**src/rtl/txdesc_pkg.sv**
```systemverilog
package txdesc_pkg;
  typedef enum logic [2:0] {
    ST_IDLE, ST_DREFR, ST_DREAD, ST_FBLOCK, ST_FREAD, ST_DWRITE, ST_ADV
  } tx_state_e;

  localparam int unsigned OWN_BIT    = 31;
  localparam int unsigned MORE_BIT   = 30;
  localparam int unsigned CNT_W      = 12;
  localparam int unsigned DESC_WORDS = 3;
endpackage

```
**src/rtl/txdesc_ptr.sv**
```systemverilog
module txdesc_ptr #(
  parameter int unsigned AW = 32
) (
  input  logic          clk_i,
  input  logic          rst_ni,
  input  logic          sw_wr_i,
  input  logic [AW-1:0] sw_wdata_i,
  input  logic          txe_set_i,
  input  logic          ld_i,
  input  logic [AW-1:0] ld_addr_i,
  input  logic          set_done_i,
  input  logic          clr_txe_i,
  output logic [AW-1:0] txdp_o,
  output logic          done_o,
  output logic          txe_o
);
  logic [AW-1:0] txdp_q;
  logic          done_q, txe_q;

  always_ff @(posedge clk_i or negedge rst_ni) begin
    if (!rst_ni) begin
      txdp_q <= '0;
      done_q <= 1'b0;
      txe_q  <= 1'b0;
    end else begin
      // software write wins over engine load
      if (sw_wr_i)   txdp_q <= sw_wdata_i;
      else if (ld_i) txdp_q <= ld_addr_i;

      if (sw_wr_i || ld_i) done_q <= 1'b0;
      else if (set_done_i) done_q <= 1'b1;

      if (txe_set_i)      txe_q <= 1'b1;
      else if (clr_txe_i) txe_q <= 1'b0;
    end
  end

  assign txdp_o = txdp_q;
  assign done_o = done_q;
  assign txe_o  = txe_q;


  sw_write_chk: assert property (@(posedge clk_i) disable iff (!rst_ni)
    sw_wr_i |=> (txdp_q == $past(sw_wdata_i)) && !done_q);
endmodule

```
**src/rtl/txdesc_cache.sv**
```systemverilog
module txdesc_cache
  import txdesc_pkg::*;
(
  input  logic        clk_i,
  input  logic        rst_ni,
  input  logic        start_i,
  input  logic        cap_en_i,
  input  logic [31:0] rdata_i,
  output logic [31:0] link_o,
  output logic [31:0] cmdsts_o,
  output logic [31:0] bufptr_o
);
  localparam int unsigned IW = $clog2(DESC_WORDS + 1);

  logic [IW-1:0] idx_q;
  logic [31:0]   word_q [DESC_WORDS];

  always_ff @(posedge clk_i or negedge rst_ni) begin
    if (!rst_ni)                             idx_q <= '0;
    else if (start_i)                        idx_q <= '0;
    else if (cap_en_i && idx_q != IW'(DESC_WORDS)) idx_q <= idx_q + 1'b1;
  end

  for (genvar g = 0; g < DESC_WORDS; g++) begin : g_word
    always_ff @(posedge clk_i or negedge rst_ni) begin
      if (!rst_ni)                              word_q[g] <= '0;
      else if (cap_en_i && idx_q == IW'(g))     word_q[g] <= rdata_i;
    end
  end

  assign link_o   = word_q[0];
  assign cmdsts_o = word_q[1];
  assign bufptr_o = word_q[2];
endmodule

```
**src/rtl/txdesc_fsm.sv**
```systemverilog
module txdesc_fsm
  import txdesc_pkg::*;
#(
  parameter int unsigned AW = 32,
  parameter int unsigned FW = 7
) (
  input  logic             clk_i,
  input  logic             rst_ni,
  input  logic             txe_i,
  input  logic             done_flag_i,
  input  logic [AW-1:0]    txdp_i,
  input  logic [AW-1:0]    link_i,
  input  logic [31:0]      cmdsts_i,
  input  logic [AW-1:0]    bufptr_i,
  input  logic [FW-1:0]    free_i,
  input  logic [FW-1:0]    thr_i,
  input  logic             done_i,
  input  logic             rvalid_i,
  input  logic [31:0]      rdata_i,
  output logic             req_o,
  output logic             we_o,
  output logic [AW-1:0]    addr_o,
  output logic [CNT_W-1:0] len_o,
  output logic [31:0]      wdata_o,
  output logic [3:0]       be_o,
  output logic             start_o,
  output logic             cap_en_o,
  output logic             ld_o,
  output logic             set_done_o,
  output logic             clr_txe_o,
  output logic             irq_o,
  output logic             fifo_we_o,
  output logic             fifo_tag_o,
  output logic [31:0]      fifo_wdata_o
);
  localparam logic [CNT_W-1:0] DESC_LEN = CNT_W'(DESC_WORDS * 4);
  localparam logic [CNT_W-1:0] WORD_LEN = CNT_W'(4);

  tx_state_e        st_q, st_d;
  logic [CNT_W-1:0] rem_q, rem_d, free_ext, xfer_len;
  logic [AW-1:0]    frag_q, frag_d;

  logic             iss, iss_we, push_h, irq_d;
  logic [AW-1:0]    iss_addr;
  logic [CNT_W-1:0] iss_len;
  logic [31:0]      iss_wdata;
  logic [3:0]       iss_be;

  logic             req_q, we_q, irq_q, fwe_q, ftag_q;
  logic [AW-1:0]    addr_q;
  logic [CNT_W-1:0] len_q;
  logic [31:0]      wdata_q, fdata_q;
  logic [3:0]       be_q;

  assign free_ext = CNT_W'(free_i);
  assign xfer_len = (free_ext < rem_q) ? free_ext : rem_q;

  always_comb begin
    st_d       = st_q;
    rem_d      = rem_q;
    frag_d     = frag_q;
    iss        = 1'b0;
    iss_we     = 1'b0;
    iss_addr   = txdp_i;
    iss_len    = DESC_LEN;
    iss_wdata  = '0;
    iss_be     = 4'hF;
    push_h     = 1'b0;
    irq_d      = 1'b0;
    ld_o       = 1'b0;
    set_done_o = 1'b0;
    clr_txe_o  = 1'b0;
    unique case (st_q)
      ST_IDLE: begin
        if (txe_i) begin
          iss = 1'b1;
          if (done_flag_i) begin
            iss_len = WORD_LEN;
            st_d    = ST_DREFR;
          end else begin
            st_d    = ST_DREAD;
          end
        end
      end
      ST_DREFR: if (done_i) st_d = ST_ADV;
      ST_DREAD: begin
        if (done_i) begin
          if (cmdsts_i[OWN_BIT]) begin
            st_d   = ST_FBLOCK;
            rem_d  = cmdsts_i[CNT_W-1:0];
            frag_d = bufptr_i;
          end else begin
            st_d   = ST_IDLE;
            irq_d  = 1'b1;
          end
        end
      end
      ST_FBLOCK: begin
        if (rem_q == '0) begin
          if (cmdsts_i[MORE_BIT]) begin
            iss       = 1'b1;
            iss_we    = 1'b1;
            iss_addr  = txdp_i + AW'(4);
            iss_len   = WORD_LEN;
            iss_wdata = {1'b0, cmdsts_i[30:0]};
            iss_be    = 4'b1100;
            st_d      = ST_DWRITE;
          end else begin
            push_h = 1'b1;
            st_d   = ST_ADV;
          end
        end else if (free_i > thr_i) begin
          iss      = 1'b1;
          iss_addr = frag_q;
          iss_len  = xfer_len;
          rem_d    = rem_q - xfer_len;
          frag_d   = frag_q + AW'(xfer_len);
          st_d     = ST_FREAD;
        end
      end
      ST_FREAD:  if (done_i) st_d = ST_FBLOCK;
      ST_DWRITE: if (done_i) st_d = ST_ADV;
      ST_ADV: begin
        if (link_i != '0) begin
          ld_o     = 1'b1;
          iss      = 1'b1;
          iss_addr = link_i;
          st_d     = ST_DREAD;
        end else begin
          set_done_o = 1'b1;
          clr_txe_o  = 1'b1;
          irq_d      = 1'b1;
          st_d       = ST_IDLE;
        end
      end
      default: st_d = ST_IDLE;
    endcase
  end

  assign start_o  = iss && !iss_we;
  assign cap_en_o = rvalid_i && (st_q == ST_DREAD || st_q == ST_DREFR);

  always_ff @(posedge clk_i or negedge rst_ni) begin
    if (!rst_ni) begin
      st_q    <= ST_IDLE;
      rem_q   <= '0;
      frag_q  <= '0;
      req_q   <= 1'b0;
      we_q    <= 1'b0;
      addr_q  <= '0;
      len_q   <= '0;
      wdata_q <= '0;
      be_q    <= '0;
      irq_q   <= 1'b0;
      fwe_q   <= 1'b0;
      ftag_q  <= 1'b0;
      fdata_q <= '0;
    end else begin
      st_q   <= st_d;
      rem_q  <= rem_d;
      frag_q <= frag_d;
      irq_q  <= irq_d;
      if (iss) begin
        req_q   <= 1'b1;
        we_q    <= iss_we;
        addr_q  <= iss_addr;
        len_q   <= iss_len;
        wdata_q <= iss_wdata;
        be_q    <= iss_be;
      end else if (done_i) begin
        req_q   <= 1'b0;
      end
      fwe_q   <= push_h || (st_q == ST_FREAD && rvalid_i);
      ftag_q  <= push_h;
      fdata_q <= push_h ? 32'(txdp_i) : rdata_i;
    end
  end

  assign req_o        = req_q;
  assign we_o         = we_q;
  assign addr_o       = addr_q;
  assign len_o        = len_q;
  assign wdata_o      = wdata_q;
  assign be_o         = be_q;
  assign irq_o        = irq_q;
  assign fifo_we_o    = fwe_q;
  assign fifo_tag_o   = ftag_q;
  assign fifo_wdata_o = fdata_q;


  req_hold_chk: assert property (@(posedge clk_i) disable iff (!rst_ni)
    (req_q && !done_i) |=> req_q && $stable(addr_q) && $stable(len_q) && $stable(we_q));


  frag_len_chk: assert property (@(posedge clk_i) disable iff (!rst_ni)
    (st_q == ST_FREAD && $past(st_q) == ST_FBLOCK) |->
      (len_q != '0) && (len_q <= $past(free_ext)) && ($past(free_i) > $past(thr_i)));


  wb_own_chk: assert property (@(posedge clk_i) disable iff (!rst_ni)
    (req_q && we_q) |-> !wdata_q[OWN_BIT] && (be_q == 4'b1100));


  irq_idle_chk: assert property (@(posedge clk_i) disable iff (!rst_ni)
    irq_q |-> (st_q == ST_IDLE) && !$past(irq_q));
endmodule

```
**src/rtl/txdesc_dma.sv**
```systemverilog
module txdesc_dma
  import txdesc_pkg::*;
#(
  parameter int unsigned AW         = 32,
  parameter int unsigned FIFO_BYTES = 64,
  localparam int unsigned FW        = $clog2(FIFO_BYTES + 1)
) (
  input  logic             clk_i,
  input  logic             rst_ni,
  input  logic             txdp_wr_i,
  input  logic [AW-1:0]    txdp_wdata_i,
  input  logic             txe_set_i,
  output logic [AW-1:0]    txdp_o,
  output logic             txe_o,
  output logic             idle_irq_o,
  output logic             bus_req_o,
  output logic             bus_we_o,
  output logic [AW-1:0]    bus_addr_o,
  output logic [CNT_W-1:0] bus_len_o,
  output logic [31:0]      bus_wdata_o,
  output logic [3:0]       bus_be_o,
  input  logic             bus_rvalid_i,
  input  logic [31:0]      bus_rdata_i,
  input  logic             bus_done_i,
  input  logic [FW-1:0]    fifo_free_i,
  input  logic [FW-1:0]    fifo_thr_i,
  output logic             fifo_we_o,
  output logic             fifo_tag_o,
  output logic [31:0]      fifo_wdata_o
);
  logic          done_flag, txe, start, cap_en, ld, set_done, clr_txe;
  logic [AW-1:0] txdp;
  logic [31:0]   link_w, cmdsts_w, bufptr_w;

  txdesc_ptr #(.AW(AW)) u_ptr (
    .clk_i      (clk_i),
    .rst_ni     (rst_ni),
    .sw_wr_i    (txdp_wr_i),
    .sw_wdata_i (txdp_wdata_i),
    .txe_set_i  (txe_set_i),
    .ld_i       (ld),
    .ld_addr_i  (link_w[AW-1:0]),
    .set_done_i (set_done),
    .clr_txe_i  (clr_txe),
    .txdp_o     (txdp),
    .done_o     (done_flag),
    .txe_o      (txe)
  );

  txdesc_cache u_cache (
    .clk_i    (clk_i),
    .rst_ni   (rst_ni),
    .start_i  (start),
    .cap_en_i (cap_en),
    .rdata_i  (bus_rdata_i),
    .link_o   (link_w),
    .cmdsts_o (cmdsts_w),
    .bufptr_o (bufptr_w)
  );

  txdesc_fsm #(.AW(AW), .FW(FW)) u_fsm (
    .clk_i        (clk_i),
    .rst_ni       (rst_ni),
    .txe_i        (txe),
    .done_flag_i  (done_flag),
    .txdp_i       (txdp),
    .link_i       (link_w[AW-1:0]),
    .cmdsts_i     (cmdsts_w),
    .bufptr_i     (bufptr_w[AW-1:0]),
    .free_i       (fifo_free_i),
    .thr_i        (fifo_thr_i),
    .done_i       (bus_done_i),
    .rvalid_i     (bus_rvalid_i),
    .rdata_i      (bus_rdata_i),
    .req_o        (bus_req_o),
    .we_o         (bus_we_o),
    .addr_o       (bus_addr_o),
    .len_o        (bus_len_o),
    .wdata_o      (bus_wdata_o),
    .be_o         (bus_be_o),
    .start_o      (start),
    .cap_en_o     (cap_en),
    .ld_o         (ld),
    .set_done_o   (set_done),
    .clr_txe_o    (clr_txe),
    .irq_o        (idle_irq_o),
    .fifo_we_o    (fifo_we_o),
    .fifo_tag_o   (fifo_tag_o),
    .fifo_wdata_o (fifo_wdata_o)
  );

  assign txdp_o = txdp;
  assign txe_o  = txe;


  null_stop_chk: assert property (@(posedge clk_i) disable iff (!rst_ni)
    (idle_irq_o && !txe_o && !$past(txe_set_i)) |-> !bus_req_o);
endmodule

```
**config.mk**
```make
export PLATFORM = sky130hd
export DESIGN_NAME = txdesc_dma
export DESIGN_NICKNAME = d
export VERILOG_FILES = /design/src/rtl/txdesc_pkg.sv /design/src/rtl/txdesc_ptr.sv /design/src/rtl/txdesc_cache.sv /design/src/rtl/txdesc_fsm.sv /design/src/rtl/txdesc_dma.sv
export SDC_FILE = /design/constraint.sdc
export NUM_CORES = 1
export LEC_CHECK = 0
export ABC_AREA = 0
export ABC_CLOCK_PERIOD_IN_PS = 4680
export BUFFER_PORTS_ARGS = -buffer_cell sky130_fd_sc_hd__buf_4
export CORE_AREA = 2 2 166 168
export DETAILED_ROUTE_END_ITERATION = 8
export DIE_AREA = 0 0 168 170
export PLACE_DENSITY = 0.79
export SLEW_MARGIN = 10
export SYNTH_ARGS = -nofsm -noshare
export SYNTH_HDL_FRONTEND = slang
export SYNTH_SLANG_ARGS = --single-unit
```
**constraint.sdc**
```tcl
create_clock -name clk_i -period 4.68 [get_ports clk_i]
set_input_delay 0 -clock clk_i [delete_from_list [all_inputs] [get_ports clk_i]]
set_output_delay 0 -clock clk_i [all_outputs]
set_load 0.01 [all_outputs]
```
# Word-level counts from Yosys, hierarchy flattened
# Cells that the tools add are included.
[word_totals]
ff_bits = 296
latchBits = 0
ramBits = 0
mem_bits_ro = 0
in_bits = 84
n_memories = 0
[classes]
addsub = 4
mul = 0
div_mod_pow = 0
n_lt_le_gt_ge = 2
n_eq_ne = 17
shift = 0
muxes = 67
bitwise = 0
reduce_logical = 24
[ops]
columns = ["cell", "count"]
rows = [
  ["$mux 32", 13],
  ["$pmux 32 s2", 2],
  ["$mux 12", 8],
  ["$pmux 12 s2", 2],
  ["$add 32x12->32", 1],
  ["$add 32x3->32 const B", 1],
  ["$reduce_bool 32->1", 1],
  ["$mux 31", 1],
  ["$mux 1", 21],
  ["$mux 3", 6],
  ["$pmux 3 s6", 1],
  ["$mux 4", 4],
  ["$mux 2", 7],
  ["$logic_not 12->1", 1],
  ["$lt 7x12->1", 1],
  ["$ne 2x2->1 const B", 6],
  ["$reduce_bool 2->1", 6],
  ["$sub 12x12->12", 1],
  ["$reduce_and 5->1", 2],
  ["$eq 3x3->1 const B", 3],
  ["$gt 7x7->1", 1],
  ["$logic_and 1x1->1", 7],
  ["$eq 3x2->1 const B", 2],
  ["$ne 2x1->1 const B", 2],
  ["other kinds (12)", 14],
]

# Logic depth before layout (Yosys ltp)
# Gate-level depths: netlist (run 1).
[depth]
word_depth = 6
mapped_depth = 16
ltp_nobuf = 16

# Modules after synthesis
# Synthesis (run 1) repeated with hierarchy kept, for this count alone.
[unflattened]
cells_unflattened = 1442
area_unflattened_um2 = 15001.9
[by_module_without_submodules]
columns = ["mod", "n_inst", "cells_each", "area_per_inst_um2", "seq_area_each_um2"]
rows = [
  ["txdesc_fsm", 1, 1079, 9709.3, 4003.8],
  ["txdesc_cache", 1, 218, 3716.1, 2452.4],
  ["txdesc_ptr", 1, 145, 1576.5, 850.8],
]

# Worst setup path before layout (run 1)
# Ideal clock, no wire load.
[synth_timing]
path_kind = "reg-to-reg"
startpoint = "register u_fsm.rem_q[7]"
endpoint = "register u_fsm.frag_q[18]"
setup_time_ns = 0.069
arrival_ns = 3.796
required_ns = 4.611
setup_slack_ns = 0.814
path_stages_with_launch = 16
period_less_slack_ns = 3.866
path_cell_list = "dfrtp_1 -> buf_6 -> nor4_4 -> and2b_1 -> or4b_4 -> nand2_2 -> mux2i_1 -> ha_1 -> inv_1 -> fa_1 -> nor2b_1 -> o31ai_1 -> a211o_1 -> a21o_1 -> or4_1 -> nand3_1"
[synth_between]
elab_chain_cells = 6
[synth_lines]
columns = ["element", "line", "source"]
rows = [
  ["start, declared", "txdesc_fsm.sv:40", "logic [CNT_W-1:0] rem_q, rem_d, free_ext, xfer_len;"],
  ["start signal, assigned", "txdesc_fsm.sv:160", "rem_q <= rem_d;"],
  ["$lt 7x12->1", "txdesc_fsm.sv:56", "assign xfer_len = (free_ext < rem_q) ? free_ext : rem_q;"],
  ["$mux 12", "txdesc_fsm.sv:56", ""],
  ["$add 32x12->32", "txdesc_fsm.sv:117", "frag_d = frag_q + AW'(xfer_len);"],
  ["$mux 32", "txdesc_fsm.sv:112", "end else if (free_i > thr_i) begin"],
  ["$mux 32", "txdesc_fsm.sv:99", "if (rem_q == '0) begin"],
  ["$pmux 32 s2", "txdesc_fsm.sv:73", "unique case (st_q)"],
  ["end signal, assigned", "txdesc_fsm.sv:161", "frag_q <= frag_d;"],
  ["end, declared", "txdesc_fsm.sv:41", "logic [AW-1:0] frag_q, frag_d;"],
]
# Parallel ways exist; a longest one is shown, timed or not. The select of a mux whose other input is x is not followed.
# A chain may end at the register's enable or synchronous reset.

# Worst setup path in the final report (run 1)
[layout_timing]
startpoint = "register u_fsm.rem_q[7]"
endpoint = "register u_fsm.frag_q[27]"
# Same word-level chain as after synthesis.

==> results of run 1 <==
==> power by group through the flow <==
stage | Combinational, mW | Clock, mW | Sequential [mW]
after floorplan | 2.92 | 0 | 4.05
after detailed placement | 4.13 | 0 | 4.38
after global routing | 4.67 | 2.53 | 4.50
after CTS | 4.23 | 2.43 | 4.35
after global placement | 4.04 | 0 | 4.34
final | 4.31 | 2.42 | 4.40
==> metal layers <==
layer	share of wire (%)	routed length, um	track usage (%)
met5	0	0	0
met4	2.9	1460	10.7
met3	9.0	4490	6.65
met2	47	23700	56.9
met1	41	20300	47.5
==> stage by stage <==
step	worst slack, ns	hold WS, ns	instance area [sq um]	instances
final	0.230	0.0432	18900	2144
after global placement	0.437	0.0898	17000	1991
after floorplan	0.814	-0.296	15000	1489
after CTS	0.228	0.0378	18900	2144
after global routing	0.0188	0.0734	18900	2144
after detailed placement	0.296	0.0838	17000	1991
==> final cells by class <==
| class | count | area, sq um | area share (%) |
|---|---|---|---|
| clock buffer | 45 | 908 | 4.80 |
| multi-input combinational | 1058 | 7100 | 37.5 |
| sequential | 292 | 7310 | 38.6 |
| inverter | 37 | 139 | 0.733 |
| clock inverter | 11 | 91.3 | 0.482 |
| timing repair buffer | 360 | 2970 | 15.7 |
| tap | 341 | 427 | 2.25 |
==> layout by cell type (no fill, tap or decap), drive strengths merged, types with 19 or more instances in the layout <==
master and count:
a21oi 75, dlygate4sd3 97, o21ai 87, nor2 83, a22oi 19, nand3 31, nand4 24, xnor2 19
a31oi 41, and3 23, nor3 19, buf 263, dfrtp 292, clkbuf 45, a22o 33, nor4 25
nand2 214, ha 37, mux2i 29, inv 38, mux2 97
==> worst max-delay path by stage <==
| stage | from | endpoint | slack [ns] | depth (start not counted) |
|---|---|---|---|---|
| finish | u_fsm.rem_q[7]$_DFFE_PN0P_ | u_fsm.frag_q[27]$_DFFE_PN0P_ | 0.23 | 13 |
| detailed placement | u_fsm.rem_q[7]$_DFFE_PN0P_ | u_fsm.frag_q[26]$_DFFE_PN0P_ | 0.30 | 14 |
| global placement | u_fsm.rem_q[7]$_DFFE_PN0P_ | u_fsm.frag_q[26]$_DFFE_PN0P_ | 0.44 | 14 |
| global route | u_fsm.rem_q[7]$_DFFE_PN0P_ | u_fsm.frag_q[18]$_DFFE_PN0P_ | 0.02 | 14 |
| floorplan | u_fsm.rem_q[7]$_DFFE_PN0P_ | u_fsm.frag_q[18]$_DFFE_PN0P_ | 0.81 | 15 |
| CTS | u_fsm.rem_q[7]$_DFFE_PN0P_ | u_fsm.frag_q[26]$_DFFE_PN0P_ | 0.23 | 14 |
==> worst max-delay path: stages (launching register included) <==
cell and delay [ns]:
dfrtp_1 0.49, nor4_4 0.34, and2b_1 0.19, or4b_4 0.48
nand2_2 0.22, mux2i_1 0.33, inv_1 0.08, ha_1 0.35
a2111oi_0 0.53, o21ai_1 0.24, nand4_1 0.28, a21o_2 0.26
nor2_1 0.09, a2111oi_0 0.42
==> sequential cells by signal, indices dropped and copies added (netlist names) <==
| name | flops |
|---|---|
| u_ptr.txe_o | 1 |
| u_fsm.fifo_wdata_o | 32 |
| u_fsm.frag_q | 32 |
| u_fsm.rem_q | 12 |
| u_cache.bufptr_o | 32 |
| u_ptr.txdp_o | 32 |
| u_cache.idx_q | 2 |
| u_fsm.fifo_we_o | 1 |
| u_fsm.len_o | 12 |
| u_fsm.fifo_tag_o | 1 |
| u_fsm.st_q | 3 |
| u_cache.cmdsts_o | 32 |
| u_fsm.addr_o | 32 |
| u_fsm.req_o | 1 |
| u_fsm.wdata_o | 31 |
| u_fsm.be_o | 2 |
| u_fsm.irq_o | 1 |
| u_cache.link_o | 32 |
| u_ptr.done_o | 1 |
==> cells by family (layout without fill, tap and decap cells) <==
kind of cell,count (synthesis),in the layout
xor+xnor,23,23
simple gates,471,471
compound gates,393,393
buf+inv,139,453
other cells,1,6
fa+ha+maj,39,39
mux,126,126
flops,292,292
==> timing repair <==
action | in CTS | in global routing
gates resized for setup | 0 | 3
endpoints found under the hold margin | 265 | 0
hold buffers | 97 | 0
endpoints found under the setup margin | 0 | 4
==> results.ini, run 1 <==
[run_status]
outcome = finished clean

[floorplanning]
start_util_pct = 56.3
coreArea_sq_um = 26700
dieArea_sq_um = 28600
fp.dieW_um = 168
ioPinCount = 234
die_h_um = 170
num_rows = 60

[yosys]
synthAdderAreaFrac_pct = 3.35
synth_area_leaders = dfrtp_1 (49%), mux2_2 (7.3%), nand2_1 (5.3%)
yosysMostFrequentCell = dfrtp_1
syn_area_per_cell_sq_um = 10.1
synthFlopType = dfrtp_1
synth-simple-area-share_pct = 15.1
yosys.area_share.xor_xnor_pct = 1.34
syn_inst = 1484
ys_async_sr_fraction_pct = 100
yosys_warnings = 0
synth.top_cell.area_share_pct = 48.7
yosysTopAreaCell = dfrtp_1
syn_area_sq_um = 15000
synth_common_cells = dfrtp_1 (292), nand2_1 (213), mux2_2 (97)
muxShareOfSynthArea_pct = 9.22
synth_top_family_by_area = compound AO/OA/AOI/OAI gates
yosysUniqueCellTypes = 88
synth_seq_cells = 292
seq_area_frac_synth_pct = 48.7
synth_edf_count = 0
synth_compound_area_share_pct = 17.9

[route]
drc = 0
drtAntennaViolNets = 0
viasPerCell = 6.38
wl_per_cell_um = 23.3
vias = 13700
drt-total-wl_um = 49900
drtIter0Drc = 1654
first_pass_iters = 6

[global_routing]
overflow = 0
grt_use_total_pct = 34.8
antenna_found_initial = 0
grt_max_degree = 115
grt_pass1_vias = 13600
grt_pass1_wl_um = 77600

[placed_design]
portBuffers = 232
dp_hpwl_um = 32100
gp_congestion = 0.937

[sta]
clock.fmax_ghz = 0.225
skew_ns = 0.0187
hold_viol = 0
period_minus_slack_ns = 4.45
tightest_slew_ns = 1.18
finalSetupViolations = 0
slew-limit-headroom_pct = 21.5
final_max_slew_viol_count = 0
tns_ns = 0
final.period_utilization_pct = 95.1
rsz0062_at_grt = no

[clock_network]
clk_latency_ns = 0.57
cts.htree.levels = 1
numCtsBuffers = 31
post_cts_buffers = 0
cts_tree = built
clockBufferDepth = 3
clk_pin_slew_ns = 0.06
clock-sinks = 292
ctsRootBufferMaster = clkbuf_16

[worst_setup_path]
critPathCaptureType = register
rr_worst_depth = 13
cp_max_fo = 8
r2r-start = u_fsm.rem_q[7]$_DFFE_PN0P_
r2r_setup_slack_ns = 0.23
r2r-end = u_fsm.frag_q[27]$_DFFE_PN0P_
worstPathArrival_ns = 4.88
worstSetupPathType = reg -> reg
start_kind = register
worstPathRequired_ns = 5.11

[pwr]
leakage_nw = 8.55
power_frac_clock_pct = 21.7
p_total_mw = 11.1
seqPwrFrac_pct = 39.5
powerDensity_nw_per_um2 = 588
power.internal_mw = 6.70
swShare_pct = 39.8
ir_worst_vdd_mv = 0.396
comb_power_share_pct = 38.7
p_switching_mw = 4.43

[layout]
fillers = 1857
fin_util_pct = 71.1
drive_above_1_share_pct = 24.6
syn_to_final_growth_pct = 26.2
final_nets = 1903
diodes = 0

[hold_path]
worst_hold_path_type = in -> async

[job]
cap_violations = 0

(Power assumes the default switching activity.)
==> inputs of run 2 (changes only) <==
--- a/config.mk
+++ b/config.mk
@@ -6,7 +6,7 @@
 export NUM_CORES = 1
 export LEC_CHECK = 0
 export ABC_AREA = 0
-export ABC_CLOCK_PERIOD_IN_PS = 4680
+export ABC_CLOCK_PERIOD_IN_PS = 4500
 export BUFFER_PORTS_ARGS = -buffer_cell sky130_fd_sc_hd__buf_4
 export CORE_AREA = 2 2 166 168
 export DETAILED_ROUTE_END_ITERATION = 8
==> constraint.sdc (replaced) <==
create_clock -name clk_i -period 4.5 [get_ports clk_i]
set_input_delay 0 -clock clk_i [delete_from_list [all_inputs] [get_ports clk_i]]
set_output_delay 0 -clock clk_i [all_outputs]
set_load 0.01 [all_outputs]
==> results.ini, run 2 (synthesis results as in run 1) <==
[run_status]
outcome = finished clean

[route]
top_layer_used = met4
wl_met3_um = 4400
drt-total-wl_um = 51200
vias = 13800
drt-met1-wl_um = 21000
drc = 0
first_pass_iters = 5
drtIter0Drc = 1719
viasPerCell = 6.42
met2WireLength_um = 24000
wl_per_cell_um = 23.8
drtAntennaViolNets = 0

[worst_setup_path]
start_kind = register
path_delay_family = simple AND/OR/NAND/NOR gates
cp_max_fo = 8
worstPathArrival_ns = 4.94
critPathCaptureType = register
worstPathRequired_ns = 4.96
path_buf_inv = 1
cp_slowest_stage_delay_ns = 0.73
crit_slowest_cell = a2111oi_0
crit_chain = nor4_4 > and2b_1 > or4b_4 > nand2_4 > mux2i_2 > inv_1 > ha_1 > a2111oi_0 > o21ai_2 > nand4_1 > a21o_2 > nor2_1 > a2111oi_2
worstSetupPathType = reg -> reg

[pwr]
ir_worst_vdd_mv = 0.429
powerDensity_nw_per_um2 = 629
p_total_mw = 12.0
leakage_nw = 8.65

[sta]
finalSetupViolations = 0
hold_viol = 0
clock.fmax_ghz = 0.223
finalWorstSetupSlack_ns = 0.0195
tightest_slew_ns = 1.05
whs_ns = 0.000142
slew-limit-headroom_pct = 29.5
final.period_utilization_pct = 99.6
rsz0062_at_grt = yes
period_minus_slack_ns = 4.48
final_max_slew_viol_count = 0
skew_ns = 0.0182
tns_ns = 0

[floorplanning]
die_h_um = 170
ioPinCount = 234
num_rows = 60
fp.dieW_um = 168
start_util_pct = 56.3
dieArea_sq_um = 28600
coreArea_sq_um = 26700

[clock_network]
clk_pin_slew_ns = 0.07
clockBufferDepth = 3
ctsRootBufferMaster = clkbuf_16
clock-sinks = 292
cts_tree = built
numCtsBuffers = 31
cts.htree.levels = 1
clk_latency_ns = 0.59

[layout]
diodes = 0
final_nets = 1906
final_cell_mix = dfrtp_1 (292), buf_4 (267), nand2_1 (212), mux2_2 (97), dlygate4sd3_1 (93)
mostFrequentLayoutCell = dfrtp_1
syn_to_final_growth_pct = 27.7
drive_above_1_share_pct = 25.6

[global_routing]
grt_pass1_wl_um = 79700
grt_max_degree = 117
antenna_found_initial = 0
grt_use_total_pct = 35.9
grt_pass1_vias = 13800
overflow = 0

[placed_design]
portBuffers = 232
gp_congestion = 0.951
dp_hpwl_um = 33700
dp_slack_ns = 0.129

[hold_path]
worst_hold_path_type = in -> reg

[job]
cap_violations = 0

==> run 2: final timing paths <==
kind                                            start                         endpoint  slack, ns  cells past startpoint
max reg2reg                u_fsm.rem_q[7]$_DFFE_PN0P_     u_fsm.frag_q[27]$_DFFE_PN0P_       0.02                     13
min in group asynchronous                      rst_ni  u_cache.cmdsts_o[7]$_DFFE_PN0P_       0.04                      2
min reg2reg                u_fsm.len_o[4]$_DFFE_PN0P_       u_fsm.len_o[4]$_DFFE_PN0P_       0.48                      2
max                        u_fsm.rem_q[7]$_DFFE_PN0P_     u_fsm.frag_q[27]$_DFFE_PN0P_       0.02                     13
min                                    fifo_free_i[0]       u_fsm.len_o[0]$_DFFE_PN0P_     0.0001                      4
max in group asynchronous                      rst_ni     u_fsm.addr_o[11]$_DFFE_PN0P_       3.18                      3
==> run 2: layer usage <==
layer,up-vias,global-route usage [%]
met5,-,0
met4,0,12.8
met3,137,6.14
met2,748,57.8
met1,6899,49.4
li1,6022,-
==> run 2: stage by stage <==
step / std cells / utilization, % / cell area (sq um)
after floorplan: 1489 / - / 15000
after global placement: 1997 / 63.8 / 17000
after detailed placement: 1997 / 63.8 / 17000
after CTS: 2148 / 71.6 / 19100
after global routing: 2149 / 71.8 / 19100
final: 2149 / 71.8 / 19100
==> run 2: where the power goes <==
| part | switching (mW) | internal, mW |
|---|---|---|
| clock network | 1.15 | 1.70 |
| logic | 2.54 | 2.06 |
| registers | 1.07 | 3.52 |
==> run 2: timing repair <==
item / CTS / global route
pin swaps: 0 / 1
endpoints found under the setup margin: 1 / 15
gates resized for setup: 1 / 11
endpoints found under the hold margin: 285 / 0
buffers inserted: 0 / 1
hold buffers: 93 / 0
==> run 2: cell type report <==
type / count / area, sq um
clock buffers: 37 / 848
fillers: 1897 / 7500
clock inverters: 21 / 295
flip-flops and latches: 292 / 7310
multi-input cells: 1058 / 7140
well taps: 341 / 427
repair buffers: 363 / 2990
inverters: 37 / 139
==> run 2: tightest hold or removal path: cells and delay by family <==
| kind | cells | cell delay [ns] |
|---|---|---|
| buffers and inverters | 2 | 0.20 |
| multiplexers | 1 | 0.19 |
| AO/OA/AOI/OAI | 1 | 0.16 |
==> inputs of run 3 (changes only) <==
--- a/config.mk
+++ b/config.mk
@@ -15,4 +15,5 @@
 export SLEW_MARGIN = 10
 export SYNTH_ARGS = -nofsm -noshare
 export SYNTH_HDL_FRONTEND = slang
+export SYNTH_HIERARCHICAL = 1
 export SYNTH_SLANG_ARGS = --single-unit
==> constraint.sdc (replaced) <==
create_clock -name clk_i -period 4.5 [get_ports clk_i]
set_input_delay 0 -clock clk_i [delete_from_list [all_inputs] [get_ports clk_i]]
set_output_delay 0 -clock clk_i [all_outputs]
set_load 0.1 [all_outputs]
==> results.ini, run 3 <==
[worst_setup_path]
worstPathArrival_ns = 4.60
cp_max_fo = 5
endpoint = u_fsm/frag_q[28]$_DFFE_PN0P_
start_kind = register
crit_start = u_fsm/rem_q[2]$_DFFE_PN0P_
r2r-end = u_fsm/frag_q[28]$_DFFE_PN0P_
rr_worst_depth = 18
critPathCaptureType = register
r2r_setup_slack_ns = 0.35
worstSetupPathType = reg -> reg
r2r-start = u_fsm/rem_q[2]$_DFFE_PN0P_
worstPathRequired_ns = 4.95

[yosys]
synth_edf_count = 0
yosysMostFrequentCell = dfrtp_1
synth_seq_cells = 292
synth_top_family_by_area = compound AO/OA/AOI/OAI gates
synth_common_cells = dfrtp_1 (292), nand2_1 (156), mux2_2 (131)
synthFlopType = dfrtp_1
synth_area_leaders = dfrtp_1 (49%), mux2_2 (9.8%), nand2_1 (3.9%)
syn_area_sq_um = 15000
synthAdderAreaFrac_pct = 3.35
yosysUniqueCellTypes = 86
synth_compound_area_share_pct = 15.2
ys_async_sr_fraction_pct = 100
yosys_warnings = 6
seq_area_frac_synth_pct = 48.7
yosys.area_share.xor_xnor_pct = 0.876
synth.top_cell.area_share_pct = 48.7
muxShareOfSynthArea_pct = 13.2
synth-simple-area-share_pct = 14.2
yosysTopAreaCell = dfrtp_1
syn_area_per_cell_sq_um = 10.4
syn_inst = 1442

[route]
vias = 13700
viasPerCell = 6.34
drtIter0Drc = 1641
drt-total-wl_um = 51700
wl_per_cell_um = 23.9
first_pass_iters = 9
drc = 0
drtAntennaViolNets = 0

[floorplanning]
start_util_pct = 56.3
coreArea_sq_um = 26700
num_rows = 60
fp.dieW_um = 168
dieArea_sq_um = 28600
ioPinCount = 234
die_h_um = 170

[placed_design]
portBuffers = 232
dp_hpwl_um = 33200
place_area_sq_um = 17000
dp.cells = 1966
dp_slack_ns = 0.153
gp_congestion = 0.908

[global_routing]
grt_pass1_vias = 13700
grt_max_degree = 136
overflow = 0
grt_pass1_wl_um = 79000
grt_use_total_pct = 35.8
antenna_found_initial = 1

[layout]
fin_util_pct = 73.0
final_cell_mix = dfrtp_1 (291), buf_4 (268), nand2_1 (154), dlygate4sd3_1 (135), mux2_2 (131)
syn_to_final_growth_pct = 29.6
mostFrequentLayoutCell = dfrtp_1
instances_no_fill = 2161
multiInputGateArea_sq_um = 7100
final_area_sq_um = 19400
fillers = 1824
drive_above_1_share_pct = 27.1
seqCellArea_sq_um = 7310
final_nets = 1918

[sta]
clock.fmax_ghz = 0.241
period_minus_slack_ns = 4.15
finalSetupViolations = 0
tightest_slew_ns = 1.04
skew_ns = 0.0216
hold_viol = 0
finalWorstSetupSlack_ns = 0.350
final_max_slew_viol_count = 0
final.period_utilization_pct = 92.2
slew-limit-headroom_pct = 30.4

[clock_network]
cts.htree.levels = 1
clockBufferDepth = 3
clk_latency_ns = 0.59
clock-sinks = 292
cts_tree = built
ctsRootBufferMaster = clkbuf_16
numCtsBuffers = 31
clk_pin_slew_ns = 0.06

[pwr]
p_total_mw = 13.7
seqPwrFrac_pct = 33.5
powerDensity_nw_per_um2 = 705
p_switching_mw = 6.45
power.internal_mw = 7.26
comb_power_share_pct = 46.8
power_frac_clock_pct = 19.8
leakage_nw = 8.84
ir_worst_vdd_mv = 0.459
swShare_pct = 47.1

[hold_path]
worst_hold_path_type = in -> reg

[job]
cap_violations = 0

[run_status]
outcome = finished clean

## run 3: cell count changes after synthesis, sizes merged, moves of 8 or more
cell    change
a311oi      -8
a32oi      +13
clkbuf     -17
a22oi      -16
nor2b       +9
a221oi      -8
and2       -11
nor2       +27
mux2i      +21
a41oi      -10
xnor2       -9
mux2       +34
nand2      -55
## run 3: area by class of cell
| type | instances | share of cell area, % |
|---|---|---|
| Inverter | 38 | 0.746 |
| Clock buffer | 41 | 4.44 |
| Timing Repair Buffer | 405 | 17.5 |
| Clock inverter | 16 | 1.06 |
| Antenna cell | 1 | 0.0129 |
| Tap cell | 341 | 2.19 |
| Multi-Input combinational cell | 1027 | 36.5 |
| Sequential cell | 292 | 37.6 |
## run 3: how the worst min path moves through the flow
stage	from	to	depth (start not counted)
6_report	txdp_wr_i	u_ptr/txdp_o[26]$_DFFE_PN0P_	2
4_1_cts	txdp_wr_i	u_ptr/txdp_o[8]$_DFFE_PN0P_	2
5_1_grt	txdp_wr_i	u_ptr/txdp_o[26]$_DFFE_PN0P_	2
3_3_place_gp	txe_set_i	u_ptr/txe_o$_DFFE_PN0P_	2
3_5_place_dp	txe_set_i	u_ptr/txe_o$_DFFE_PN0P_	2
2_1_floorplan	rst_ni	u_cache/bufptr_o[0]$_DFFE_PN0P_	0
## run 3: what timing repair did
action	in CTS	in global routing
hold buffers	135	0
buffers inserted	0	2
resized for setup	0	7
endpoints found under the hold margin	304	0
endpoints found under the setup margin	0	17
## run 3: logic make-up after synthesis
kind of cell / count (synthesis)
buf+inv: 128
flops: 292
other cells: 1
fa+ha+maj: 39
xor+xnor: 15
compound gates: 347
simple gates: 439
mux: 181
## run 3: worst max-delay path, stage by stage, from the launching register on
cell and delay [ns]:
dfrtp_1 0.39, inv_1 0.07, ha_1 0.29, a21oi_1 0.13, o21ai_0 0.10, a211oi_1 0.24
o21ai_0 0.15, o2111ai_2 0.16, buf_4 0.22, mux2i_1 0.32, inv_1 0.09, ha_1 0.37
o211a_1 0.16, o31ai_1 0.09, a211oi_2 0.33, o2bb2ai_2 0.20, and4_1 0.27, a31oi_1 0.09
or3_1 0.35
## run 3: power groups by stage
stage	logic, mW	clock network [mW]	registers [mW]
3_3_place_gp	5.95	0	4.52
4_1_cts	6.23	2.71	4.51
6_report	6.42	2.71	4.59
3_5_place_dp	6.06	0	4.55
2_1_floorplan	3.02	0	5.78
5_1_grt	6.78	2.83	4.66
## run 3: per-layer routing
| layer | track usage [%] | vias to the layer above | part of all wire (%) |
|---|---|---|---|
| met5 | 0 | - | 0 |
| li1 | - | 5951 | - |
| met3 | 10.1 | 164 | 11 |
| met2 | 55.4 | 894 | 45 |
| met1 | 47.8 | 6698 | 39 |
| met4 | 14.6 | 0 | 4.4 |
## run 3: through the flow
stage | TNS, ns | hold WS (ns)
finish | 0 | 0.0153
floorplan | 0 | -0.296
CTS | 0 | 0.00403
global route | -0.00137 | 0.0304
detailed placement | 0 | 0.181
global placement | 0 | 0.180
